==> src/rtl/simd_add_pkg.sv <==
package simd_add_pkg;

    // Lane-size selector codes; the reserved code behaves as word lanes.
    typedef enum logic [1:0] {
        LM_B8  = 2'b00,
        LM_H16 = 2'b01,
        LM_W32 = 2'b10,
        LM_RSV = 2'b11
    } lane_mode_e;

    // Output register occupancy.
    typedef enum logic {
        ST_EMPTY = 1'b0,
        ST_FULL  = 1'b1
    } ostate_e;

    localparam int unsigned SLICE_W = 8;

endpackage

==> src/rtl/simd_cut_map.sv <==
// Decides, for each byte boundary, whether the carry link is severed.
module simd_cut_map
    import simd_add_pkg::*;
#(
    parameter int unsigned NSLICE = 8
) (
    input  lane_mode_e         mode,
    output logic [NSLICE-1:1]  cut
);

    localparam int unsigned PER_H16 = 2;
    localparam int unsigned PER_W32 = 4;

    always_comb begin
        cut = '0;
        unique case (mode)
            LM_B8: begin
                for (int k = 1; k < NSLICE; k++) cut[k] = 1'b1;
            end
            LM_H16: begin
                for (int k = 1; k < NSLICE; k++) cut[k] = ((k % PER_H16) == 0);
            end
            LM_W32, LM_RSV: begin
                for (int k = 1; k < NSLICE; k++) cut[k] = ((k % PER_W32) == 0);
            end
        endcase
    end

endmodule

==> src/rtl/simd_slice_chain.sv <==
// Row of byte slices joined by carry links that the cut map may sever.
module simd_slice_chain
    import simd_add_pkg::*;
#(
    parameter int unsigned WIDTH = 64
) (
    input  logic [WIDTH-1:0]            a,
    input  logic [WIDTH-1:0]            b,
    input  logic [WIDTH/SLICE_W-1:1]    cut,
    output logic [WIDTH-1:0]            s
);

    localparam int unsigned NSLICE = WIDTH / SLICE_W;

    logic [NSLICE-1:0] cin;
    logic [NSLICE-2:0] cout;

    assign cin[0] = 1'b0;

    for (genvar k = 0; k < NSLICE; k++) begin : g_slice
        logic [SLICE_W-1:0] sa;
        logic [SLICE_W-1:0] sb;
        assign sa = a[k*SLICE_W +: SLICE_W];
        assign sb = b[k*SLICE_W +: SLICE_W];

        if (k > 0) begin : g_link
            assign cin[k] = cut[k] ? 1'b0 : cout[k-1];
        end

        if (k < NSLICE - 1) begin : g_mid
            logic [SLICE_W:0] part;
            assign part = {1'b0, sa} + {1'b0, sb} + {{SLICE_W{1'b0}}, cin[k]};
            assign s[k*SLICE_W +: SLICE_W] = part[SLICE_W-1:0];
            assign cout[k] = part[SLICE_W];
        end else begin : g_top
            assign s[k*SLICE_W +: SLICE_W] = sa + sb + {{(SLICE_W-1){1'b0}}, cin[k]};
        end
    end

endmodule

==> src/rtl/simd_out_stage.sv <==
// Optional result register with a one-cycle valid pipeline.
module simd_out_stage
    import simd_add_pkg::*;
#(
    parameter int unsigned WIDTH   = 64,
    parameter bit          REG_OUT = 1'b1
) (
    input  logic             clk,
    input  logic             rst_n,
    input  logic             in_valid,
    input  logic [WIDTH-1:0] d_sum,
    output logic             out_valid,
    output logic [WIDTH-1:0] q_sum
);

    if (REG_OUT) begin : g_reg
        ostate_e          state;
        ostate_e          state_nx;
        logic [WIDTH-1:0] held;

        always_comb begin
            state_nx = in_valid ? ST_FULL : ST_EMPTY;
        end

        always_ff @(posedge clk) begin
            if (!rst_n) begin
                state <= ST_EMPTY;
            end else begin
                state <= state_nx;
            end
        end

        always_ff @(posedge clk) begin
            if (!rst_n) begin
                held <= '0;
            end else if (in_valid) begin
                held <= d_sum;
            end
        end

        always_comb begin
            q_sum = held;
            unique case (state)
                ST_EMPTY: out_valid = 1'b0;
                ST_FULL:  out_valid = 1'b1;
            endcase
        end

        AST_VALID_FOLLOWS: assert property (@(posedge clk) disable iff (!rst_n)
            in_valid |=> out_valid);
        AST_RESULT_CAPTURED: assert property (@(posedge clk) disable iff (!rst_n)
            in_valid |=> (q_sum == $past(d_sum)));
        AST_IDLE_NO_VALID: assert property (@(posedge clk) disable iff (!rst_n)
            !in_valid |=> !out_valid);
        AST_IDLE_HOLDS: assert property (@(posedge clk) disable iff (!rst_n)
            !in_valid |=> $stable(q_sum));
    end else begin : g_comb
        assign out_valid = in_valid;
        assign q_sum     = d_sum;
    end

endmodule

==> src/rtl/simd_packed_add.sv <==
module simd_packed_add
    import simd_add_pkg::*;
#(
    parameter int unsigned WIDTH   = 64,
    parameter bit          REG_OUT = 1'b1
) (
    input  logic             clk,
    input  logic             rst_n,
    input  logic             in_valid,
    input  logic [1:0]       lane_sel,
    input  logic [WIDTH-1:0] opa,
    input  logic [WIDTH-1:0] opb,
    output logic             out_valid,
    output logic [WIDTH-1:0] sum
);

    localparam int unsigned NSLICE = WIDTH / SLICE_W;

    lane_mode_e          mode;
    logic [NSLICE-1:1]   cut;
    logic [WIDTH-1:0]    add_sum;

    assign mode = lane_mode_e'(lane_sel);

    simd_cut_map #(.NSLICE(NSLICE)) u_cut (
        .mode (mode),
        .cut  (cut)
    );

    simd_slice_chain #(.WIDTH(WIDTH)) u_chain (
        .a   (opa),
        .b   (opb),
        .cut (cut),
        .s   (add_sum)
    );

    simd_out_stage #(.WIDTH(WIDTH), .REG_OUT(REG_OUT)) u_out (
        .clk       (clk),
        .rst_n     (rst_n),
        .in_valid  (in_valid),
        .d_sum     (add_sum),
        .out_valid (out_valid),
        .q_sum     (sum)
    );

    // Lane checks on the adder output, taken across the first cut boundary.
    logic [7:0]  chk_b1;
    logic [15:0] chk_h1;
    logic [31:0] chk_w1;
    assign chk_b1 = opa[15:8]  + opb[15:8];
    assign chk_h1 = opa[31:16] + opb[31:16];
    assign chk_w1 = opa[63:32] + opb[63:32];

    AST_LANE0_AT_LSB: assert property (@(posedge clk) disable iff (!rst_n)
        in_valid |-> (add_sum[7:0] == 8'(opa[7:0] + opb[7:0])));
    AST_BYTE_ISOLATED: assert property (@(posedge clk) disable iff (!rst_n)
        (in_valid && lane_sel == 2'b00) |-> (add_sum[15:8] == chk_b1));
    AST_HALF_ISOLATED: assert property (@(posedge clk) disable iff (!rst_n)
        (in_valid && lane_sel == 2'b01) |-> (add_sum[31:16] == chk_h1));
    AST_WORD_ISOLATED: assert property (@(posedge clk) disable iff (!rst_n)
        (in_valid && lane_sel == 2'b10) |-> (add_sum[63:32] == chk_w1));
    AST_RSV_AS_WORD: assert property (@(posedge clk) disable iff (!rst_n)
        (in_valid && lane_sel == 2'b11) |-> (add_sum[63:32] == chk_w1));

endmodule

==> config.mk <==
export PLATFORM = sky130hd
export DESIGN_NAME = simd_packed_add
export DESIGN_NICKNAME = d
export VERILOG_FILES = /design/src/rtl/simd_add_pkg.sv /design/src/rtl/simd_cut_map.sv /design/src/rtl/simd_slice_chain.sv /design/src/rtl/simd_out_stage.sv /design/src/rtl/simd_packed_add.sv
export SDC_FILE = /design/constraint.sdc
export NUM_CORES = 1
export LEC_CHECK = 0
export ABC_AREA = 1
export BUFFER_PORTS_ARGS = -buffer_cell sky130_fd_sc_hd__buf_2
export CAP_MARGIN = 20
export CORE_ASPECT_RATIO = 0.9
export CORE_MARGIN = 2
export CORE_UTILIZATION = 46
export CTS_CLUSTER_DIAMETER = 200
export DETAILED_ROUTE_END_ITERATION = 12
export HOLD_SLACK_MARGIN = 0.06
export PLACE_DENSITY = 0.78
export SYNTH_ARGS = -nofsm -noshare
export SYNTH_HDL_FRONTEND = slang
export SYNTH_SLANG_ARGS = --single-unit
==> constraint.sdc <==
create_clock -name clk -period 5 [get_ports clk]
set_input_delay 0.25 -clock clk [delete_from_list [all_inputs] [get_ports clk]]
set_output_delay 0.25 -clock clk [all_outputs]
set_load 0.01 [all_outputs]
==> results of run 1 <==
## state kept, by name, indices dropped and copies added (netlist names)
register           count
u_out.q_sum           64
u_out.g_reg.state      1
## worst reg2reg max path: stages (launching register included)
cell,delay (ns)
dfxtp_1,0.30
nor2_1,0.10
nor2_1,0.07
o21ai_0,0.12
inv_1,0.06
## routing by layer
layer,share of wire [%],up-vias,track usage [%]
li1,-,2906,-
met1,46,2438,28.64
met2,47,146,38.39
met3,6.2,11,4.930
met4,1.1,0,6.037
met5,0,-,0
## cell usage in the layout (no fill, tap or decap), types with 7 or more instances in the layout
| cell | count |
|---|---|
| xor2_1 | 11 |
| nand4_1 | 7 |
| a21oi_1 | 39 |
| nand2_1 | 215 |
| buf_2 | 197 |
| inv_1 | 125 |
| fa_2 | 7 |
| clkbuf_16 | 9 |
| o211ai_1 | 7 |
| fa_1 | 7 |
| buf_4 | 15 |
| dfxtp_1 | 65 |
| o21ai_0 | 28 |
| ha_1 | 56 |
| nor2_1 | 93 |
| xnor2_1 | 7 |
| nand3_1 | 77 |
## power by group through the flow
| stage | sequential, µW | combinational (µW) | clock (µW) |
|---|---|---|---|
| floorplan | 631 | 354 | 0 |
| global placement | 606 | 572 | 0 |
| detailed placement | 608 | 580 | 0 |
| CTS | 598 | 584 | 637 |
| global route | 603 | 673 | 665 |
| finish | 598 | 589 | 624 |
## stage by stage
stage / cell area, µm² / cells
after floorplan: 5200 / 793
after global placement: 6374 / 1137
after detailed placement: 6374 / 1137
after CTS: 6670 / 1152
after global routing: 6715 / 1153
final: 6715 / 1153
## logic make-up after synthesis
logic type      synth area share (%)
xor+xnor                       3.032
buf+inv                        11.24
flops                          25.02
simple gates                   32.87
fa+ha+maj                      18.86
compound gates                 8.975
## final cells by class
class	count	area, µm²
tap	152	190.2
multi-input combinational	583	3332
timing repair buffer	213	1126
clock buffer	12	256.5
fill	1042	4185
inverter	125	469.2
sequential	65	1301
clock inverter	3	40.04
## worst min-delay path by stage
| stage | end | slack (ns) | depth (start not counted) |
|---|---|---|---|
| 3_3_place_gp | u_out.q_sum[44] | 0.46 | 2 |
| 6_report | u_out.q_sum[0] | 0.27 | 4 |
| 5_1_grt | u_out.q_sum[0] | 0.31 | 4 |
| 4_1_cts | u_out.q_sum[0] | 0.27 | 4 |
| 2_1_floorplan | u_out.q_sum[0] | 0.49 | 3 |
| 3_5_place_dp | u_out.q_sum[20] | 0.47 | 2 |
## timing repair
| item | in CTS | in global routing |
|---|---|---|
| resized for setup | 0 | 7 |
| setup buffers | 0 | 0 |
| endpoints found under the setup margin | 0 | 6 |
==> impl_metrics.env, run 1 <==
export IMPL_whs_ns=0.2730
export IMPL_fin_tns_setup_ns=0
export IMPL_clockPowerShare_pct=34.5
export IMPL_drtIter0Drc=335
export IMPL_synth_top_area_share_pct=25.02
export IMPL_root_buffer="clkbuf_16"
export IMPL_synthesis_nets=996
export IMPL_post_route_drc_count=0
export IMPL_seqPwrFrac_pct=33.0
export IMPL_slew_headroom_pct=38.74
export IMPL_worstSetupPathDepth=29
export IMPL_worstPathRequired_ns=5.22
export IMPL_p_total_uw=1811
export IMPL_ys_async_sr_fraction_pct=0
export IMPL_wirelength_mm=13.59
export IMPL_synth_area_per_cell_um2=6.557
export IMPL_synth_most_common_cell="nand2_1"
export IMPL_cpMostUsedCell="nand2_1"
export IMPL_setup_viol=0
export IMPL_gp_congestion=0.8667
export IMPL_grt_max_degree=81
export IMPL_cts_num_sinks=65
export IMPL_dp_hpwl_mm=10.35
export IMPL_dp_slack_ns=-0.2530
export IMPL_drv_cap=0
export IMPL_fin_crit_ns=4.709
export IMPL_synth_seq_area_share_pct=25.02
export IMPL_synth_area_leader_cell="dfxtp_1"
export IMPL_slowest_stage="fa_1"
export IMPL_crit_arrival_ns=4.93
export IMPL_dieHeight_um=104.9
export IMPL_period_share_pct=94.19
export IMPL_ioPinCount=198
export IMPL_hold_viol_final=0
export IMPL_track_usage_pct=22.55
export IMPL_antenna_cells=0
export IMPL_firstDrtPassIters=6
export IMPL_route_vias_total=5501
export IMPL_min_delay_start="opb[0]"
export IMPL_drive_above_1_share_pct=24.38
export IMPL_crit_path_end_kind="register"
export IMPL_ys_warn_count=0
export IMPL_postLayoutCoreUtil_pct=61.60
export IMPL_nets=1200
export IMPL_synth_seq_cells=65
export IMPL_clkTransAtPathRegs_ns=0.05
export IMPL_max_stage_delay_ns=0.41
export IMPL_rrSetupSlack_ns=4.26
export IMPL_start_util_pct=47.70
export IMPL_area_delta_synth_final_pct=29.14
export IMPL_r2r_end="u_out.q_sum[50]"
export IMPL_coreArea_mm2=0.01090
export IMPL_setup_slack_ns=0.2907
export IMPL_antenna_found_initial=0
export IMPL_timing_rr_start="u_out.q_sum[50]"
export IMPL_cp_top_family="adder cells"
export IMPL_grt_overflow=0
export IMPL_cts_buffer_depth=2
export IMPL_p_sw_uw=574.0
export IMPL_dieArea_mm2=0.01217
export IMPL_postRouteAntennaNets=0
export IMPL_synth_edff_count=0
export IMPL_leakage_uw=0.004074
export IMPL_cts_buffers=9
export IMPL_fin_skew_ns=0
export IMPL_routedWlPerCell_um=11.79
export IMPL_rsz0062_at_grt="false"
export IMPL_netlist_top_cells_count="nand2_1, inv_1, nor2_1"
export IMPL_p_sw_share_pct=31.70
export IMPL_synthDistinctLibCells=24
export IMPL_cp_startpoint="opa[32]"
export IMPL_hp_class="in2reg"
export IMPL_grt_pass1_wl_mm=22.34
export IMPL_p_int_uw=1237
export IMPL_rr_worst_depth=4
export IMPL_fp_dieW_um=116.1
export IMPL_grt_pass1_vias=5087
export IMPL_synth_top_flop_cell="dfxtp_1"
export IMPL_port_buffers=197
export IMPL_status="complete, no violations"
export IMPL_rows=36
export IMPL_cp_num_buf_inv=2
export IMPL_path_max_fanout=3
export IMPL_hold_buffers=0
export IMPL_power_density_mw_per_mm2=269.6
export IMPL_fmaxAchievable_mhz=212.3
export IMPL_htree_levels=3
export IMPL_setup_worst_path_end="u_out.q_sum[62]"
export IMPL_syn_inst=793
export IMPL_clock_latency_ns=0.32
export IMPL_cp_start_kind="primary input"
export IMPL_slew_violations=0
export IMPL_cts_tree="yes"
export IMPL_crit_type="in2reg"
export IMPL_tightest_slew_ns=0.9179
export IMPL_netlist_area_mm2=0.005200
export IMPL_ir_drop_v=0.0001625
export IMPL_viasPerCell=4.771
export IMPL_synth_area_leaders="dfxtp_1, nand2_1, ha_1"
export IMPL_pwr_share_comb_pct=32.5
Power figures use the tool's default switching activity.
==> inputs of run 2 (changes only) <==
Settings changed: ABC_AREA 1 to not set, CORE_UTILIZATION 46 to 40, PLACE_DENSITY 0.78 to 0.69.
==> run 2 against run 1 <==
The run now ends with setup timing left. Power increased by 5.8%. Clock power increased by 6.2%. Area after synthesis decreased by 3.1%. Register-to-register slack got worse by 0.11 ns. Largest power group unchanged. Design area increased by 5.2%. Setup slack got worse by 0.38 ns. Flip-flop and latch count unchanged. Largest cell class unchanged. Sequential power about the same. Global-route usage increased by 0.22 points. Non-clock buffer count increased by 44. Clock skew unchanged.
==> impl_metrics.env, run 2 <==
export IMPL_ys_async_sr_fraction_pct=0
export IMPL_htree_levels=3
export IMPL_postRouteAntennaNets=0
export IMPL_final_cell_mix="buf_2, dfxtp_1, buf_4"
export IMPL_grt_pass1_vias=5398
export IMPL_dieArea_mm2=0.01352
export IMPL_cts_buffer_depth=2
export IMPL_synth_most_common_cell="dfxtp_1"
export IMPL_cts_buffers=9
export IMPL_root_buffer="clkbuf_16"
export IMPL_rsz0062_at_grt="true"
export IMPL_track_usage_pct=22.77
export IMPL_min_delay_start="opb[0]"
export IMPL_gp_congestion=0.8877
export IMPL_grt_overflow=0
export IMPL_power_density_mw_per_mm2=271.4
export IMPL_synthesis_nets=777
export IMPL_crit_type="in2reg"
export IMPL_ir_drop_v=0.0001848
export IMPL_synth_area_leader_cell="dfxtp_1"
export IMPL_synth_top_flop_cell="dfxtp_1"
export IMPL_port_buffers=197
export IMPL_grt_pass1_wl_mm=24.86
export IMPL_grt_max_degree=65
export IMPL_period_share_pct=101.8
export IMPL_cts_num_sinks=65
export IMPL_largest_reg_flops=64
export IMPL_wirelength_mm=15.42
export IMPL_path_max_fanout=2
export IMPL_max_stage_delay_ns=0.38
export IMPL_crit_path_end_kind="register"
export IMPL_holdPathStages=4
export IMPL_clock_latency_ns=0.34
export IMPL_antenna_found_initial=0
export IMPL_cp_start_kind="primary input"
export IMPL_fp_dieW_um=122.3
export IMPL_synth_top_area_share_pct=25.81
export IMPL_syn_inst=574
export IMPL_antenna_cells=0
export IMPL_route_vias_total=5418
export IMPL_slew_violations=0
export IMPL_violations="setup timing"
export IMPL_postLayoutCoreUtil_pct=58.02
export IMPL_synth_seq_area_share_pct=25.81
export IMPL_routedWlPerCell_um=15.68
export IMPL_crit_arrival_ns=5.31
export IMPL_ys_warn_count=0
export IMPL_hp_class="in2reg"
export IMPL_setup_slack_ns=-0.08989
export IMPL_post_route_drc_count=0
export IMPL_netlist_area_mm2=0.005041
export IMPL_dp_hpwl_mm=11.49
export IMPL_clkTransAtPathRegs_ns=0.06
export IMPL_status="finished, violations left"
export IMPL_p_total_uw=1916
export IMPL_start_util_pct=41.42
export IMPL_drive_above_1_share_pct=39.00
export IMPL_hold_viol_final=0
export IMPL_synth_edff_count=0
export IMPL_fillCellCount=1111
export IMPL_dp_cells=954
export IMPL_synth_area_per_cell_um2=8.782
export IMPL_final_common_cell="buf_2"
export IMPL_cts_tree="yes"
export IMPL_dp_slack_ns=-0.6735
export IMPL_fmaxAchievable_mhz=196.5
export IMPL_synthDistinctLibCells=46
export IMPL_hold_buffers=0
export IMPL_timing_rr_start="u_out.q_sum[31]"
export IMPL_slowest_stage="fa_2"
export IMPL_rr_worst_depth=3
export IMPL_coreArea_mm2=0.01217
export IMPL_setup_viol=3
export IMPL_leakage_uw=0.003414
export IMPL_fin_skew_ns=0
export IMPL_stdcell_count=983
export IMPL_synth_area_leaders="dfxtp_1, ha_1, fa_1"
export IMPL_cpMostUsedCell="fa_2"
export IMPL_drv_cap=0
export IMPL_fin_crit_ns=5.090
export IMPL_slew_headroom_pct=25.83
export IMPL_r2r_end="u_out.q_sum[31]"
export IMPL_synth_seq_cells=65
export IMPL_area_delta_synth_final_pct=40.08
export IMPL_worstPathRequired_ns=5.22
export IMPL_netlist_top_cells_count="dfxtp_1, ha_1, nor2_1"
export IMPL_viasPerCell=5.512
export IMPL_tightest_slew_ns=1.113
export IMPL_rows=38
export IMPL_drtIter0Drc=350
export IMPL_firstDrtPassIters=5
export IMPL_nets=1021
export IMPL_rrSetupSlack_ns=4.15
export IMPL_ioPinCount=198
export IMPL_dieHeight_um=110.5
export IMPL_min_to="u_out.q_sum[0]"
## run 2: cell types whose count changed after synthesis, sizes merged, moves of 28 or more
cell | before | now
nor2 | 93 | 42
inv | 125 | 9
nand2 | 220 | 34
a211oi | 0 | 28
nand3 | 77 | 25
## run 2: layout make-up
type                            instances  area [µm²]  area share [%]
Clock buffer                           14       274.0           3.880
Clock inverter                          2       35.03          0.4961
Inverter                               10       37.54          0.5315
Multi-Input combinational cell        475        3749           53.08
Sequential cell                        65        1301           18.43
Tap cell                              160       200.2           2.835
Timing Repair Buffer                  257        1465           20.75
## run 2: kinds of logic (layout without fill, tap and decap cells)
kind of cell | Yosys count | count (layout) | synth area share [%]
AOI/OAI and AO/OA | 190 | 190 | 27.30
xor gates and xnor gates | 12 | 12 | 2.085
adders and majority gates | 70 | 70 | 19.46
buffers and inverters | 34 | 283 | 2.829
DFF | 65 | 65 | 25.81
muxes | 16 | 16 | 3.177
and+or+nand+nor | 187 | 187 | 19.33
## run 2: repair_timing
action,CTS,global route
endpoints found under the setup margin,8,12
resized for setup,10,11
pin swaps,10,7
setup buffers,8,5
cloned,0,0
## run 2: metal layers
metal | up-vias | track usage, % | routed length (µm)
li1 | 2665 | - | -
met1 | 2531 | 27.65 | 6536
met2 | 201 | 38.67 | 7447
met3 | 21 | 7.025 | 1166
met4 | 0 | 5.900 | 264
met5 | - | 0 | 0
## run 2: stage by stage
stage | instance area (µm²) | TNS [ns] | hold WS [ns]
after global routing | 7062 | -1.952 | 0.2793
after global placement | 6558 | -3.333 | 0.4458
final | 7062 | -0.1602 | 0.2709
after detailed placement | 6558 | -5.046 | 0.4495
after CTS | 6969 | -0.04846 | 0.2595
after floorplan | 5124 | -0.8759 | 0.4747
## run 2: report_power, final
group / internal [µW] / leakage, µW / switching [µW]
logic: 318 / 0.00272 / 334
registers: 573 / 0.000538 / 28.7
clock network: 426 / 0.000153 / 237
total: 1320 / 0.00341 / 599
## run 2: how the worst max path moves through the flow
stage               startpoint              end  slack (ns)  cells after the start
floorplan               opa[0]  u_out.q_sum[30]       -0.30                     24
global placement        opa[0]  u_out.q_sum[30]       -0.45                     25
detailed placement      opa[0]  u_out.q_sum[30]       -0.67                     25
CTS                     opa[0]  u_out.q_sum[30]       -0.04                     25
global route            opa[0]  u_out.q_sum[30]       -0.31                     25
finish                  opa[0]  u_out.q_sum[30]       -0.09                     25
## run 2: worst max-delay path, delay by kind of cell
| family | cells | cell delay, ns |
|---|---|---|
| adders and majority gates | 8 | 2.67 |
| AOI/OAI and AO/OA | 11 | 1.79 |
| and+or+nand+nor | 5 | 0.51 |
| buffers and inverters | 1 | 0.10 |
==> inputs of run 3 (changes only) <==
Settings changed: CORE_MARGIN 2 to not set.
==> run 3 against run 2 <==
The flow still finishes with violations (setup timing). Clock power down 4.4%. First-iteration DRC count grew 20%. Fmax shrank 1.1%. Highest routed layer unchanged. Largest cell class unchanged. Die area is 3.4% lower. Clock-buffer cell count decreased by 2. Clock skew unchanged.
==> impl_metrics.env, run 3 (synthesis results as in run 2) <==
export IMPL_clock_latency_ns=0.33
export IMPL_port_buffers=197
export IMPL_fin_tns_setup_ns=-0.3880
export IMPL_root_buffer="clkbuf_16"
export IMPL_area_delta_synth_final_pct=47.33
export IMPL_final_cell_mix="buf_2, buf_4, dfxtp_1"
export IMPL_worstPathRequired_ns=5.22
export IMPL_coreArea_mm2=0.01217
export IMPL_start_util_pct=41.42
export IMPL_slew_violations=0
export IMPL_crit_arrival_ns=5.36
export IMPL_wirelength_mm=16.62
export IMPL_cp_start_kind="primary input"
export IMPL_gp_congestion=0.9010
export IMPL_ir_drop_v=0.0001749
export IMPL_status="finished, violations left"
export IMPL_rows=38
export IMPL_largest_reg_flops=64
export IMPL_cts_tree="yes"
export IMPL_power_density_mw_per_mm2=263.7
export IMPL_fp_dieW_um=120.3
export IMPL_crit_type="in2reg"
export IMPL_ioPinCount=198
export IMPL_dp_cells=952
export IMPL_antenna_cells=0
export IMPL_r2r_end="u_out.q_sum[31]"
export IMPL_route_vias_total=5708
export IMPL_drive_above_1_share_pct=42.29
export IMPL_postLayoutCoreUtil_pct=61.02
export IMPL_fmaxAchievable_mhz=194.4
export IMPL_setup_viol=6
export IMPL_leakage_uw=0.003612
export IMPL_violations="setup timing"
export IMPL_grt_max_degree=65
export IMPL_antenna_found_initial=0
export IMPL_track_usage_pct=25.76
export IMPL_path_max_fanout=2
export IMPL_slew_headroom_pct=43.44
export IMPL_nets=1055
export IMPL_finalInstanceArea_mm2=0.007427
export IMPL_rrSetupSlack_ns=4.12
export IMPL_hold_buffers=0
export IMPL_viasPerCell=5.618
export IMPL_place_area_mm2=0.006543
export IMPL_tightest_slew_ns=0.8484
export IMPL_cp_startpoint="opb[0]"
export IMPL_drtIter0Drc=419
export IMPL_cts_buffers=9
export IMPL_dieArea_mm2=0.01306
export IMPL_grt_pass1_vias=5639
export IMPL_grt_pass1_wl_mm=26.57
export IMPL_final_common_cell="buf_2"
export IMPL_routedWlPerCell_um=16.36
export IMPL_cts_num_sinks=65
export IMPL_setup_worst_path_end="u_out.q_sum[30]"
export IMPL_crit_path_end_kind="register"
export IMPL_period_share_pct=102.9
export IMPL_stdcell_count=1016
export IMPL_postRouteAntennaNets=0
export IMPL_rsz0062_at_grt="true"
export IMPL_htree_levels=3
export IMPL_timing_rr_start="u_out.q_sum[31]"
export IMPL_clkTransAtPathRegs_ns=0.06
export IMPL_dieHeight_um=108.5
export IMPL_grt_overflow=0
export IMPL_hp_class="in2reg"
export IMPL_hold_viol_final=0
export IMPL_fin_crit_ns=5.144
export IMPL_drv_cap=0
export IMPL_fin_skew_ns=0
export IMPL_dp_hpwl_mm=11.23
export IMPL_cts_buffer_depth=2
export IMPL_post_route_drc_count=0
export IMPL_rr_worst_depth=3
export IMPL_setup_slack_ns=-0.1439
export IMPL_firstDrtPassIters=6
run 3: cell count changes in the layout (fill, tap and decap cells not counted), sizes merged:
cell,delta
buf,+34
clkbuf,-2
clkinv,+1
run 3: worst max-delay path, stage by stage:
cell	delay, ns
buf_6	0.10
ha_4	0.15
fa_2	0.39
a211oi_4	0.28
nor2_2	0.07
o221ai_2	0.20
a21oi_2	0.10
fa_2	0.35
fa_2	0.35
a211oi_2	0.21
o21ai_1	0.10
nand2b_1	0.11
a21oi_2	0.07
fa_2	0.36
fa_2	0.37
a211oi_2	0.22
o21ai_1	0.10
nand2b_1	0.13
a21oi_2	0.08
fa_2	0.36
fa_2	0.37
a21o_1	0.20
a211oi_2	0.23
or3_1	0.15
nand3_1	0.05
run 3: layer usage:
layer	routed length (µm)	GRT usage (%)
met4	599	13.14
met2	7922	44.75
met3	1216	5.907
met5	0	0
met1	6882	29.72
run 3: stage by stage:
stage | total power [µW] | setup slack (ns) | hold WS (ns)
floorplan | 978.6 | -0.3010 | 0.4747
global placement | 1203 | -0.4501 | 0.4465
detailed placement | 1220 | -0.5840 | 0.4492
CTS | 1929 | -0.07955 | 0.2952
global route | 2076 | -0.3668 | 0.2962
finish | 1959 | -0.1439 | 0.2976
run 3: worst min-delay path by stage:
stage,startpoint,to,slack [ns],cells after the start
after global placement,u_out.q_sum[54],u_out.q_sum[54],0.45,1
after detailed placement,u_out.q_sum[46],u_out.q_sum[46],0.45,1
final,opb[32],u_out.q_sum[32],0.30,4
after CTS,opb[0],u_out.q_sum[0],0.30,4
after floorplan,rst_n,u_out.q_sum[60],0.47,2
after global routing,opb[32],u_out.q_sum[32],0.30,4
run 3: power by group:
part	switching, µW	internal (µW)
Sequential	28.5	573
Combinational	360	363
Clock	225	409
Total	614	1340
run 3: timing repair:
item	4_1_cts	5_1_grt
setup endpoints to repair	9	16
gates resized for setup	17	33
buffers inserted	48	8
gates cloned	0	0
pin swaps	16	20
run 3: cell type report:
class	instances	area (µm²)
clock buffer	12	256.5
clock inverter	3	40.04
fill	1068	4745
inverter	10	37.54
multi-input combinational	475	3784
sequential	65	1301
tap	160	200.2
timing repair buffer	291	1808
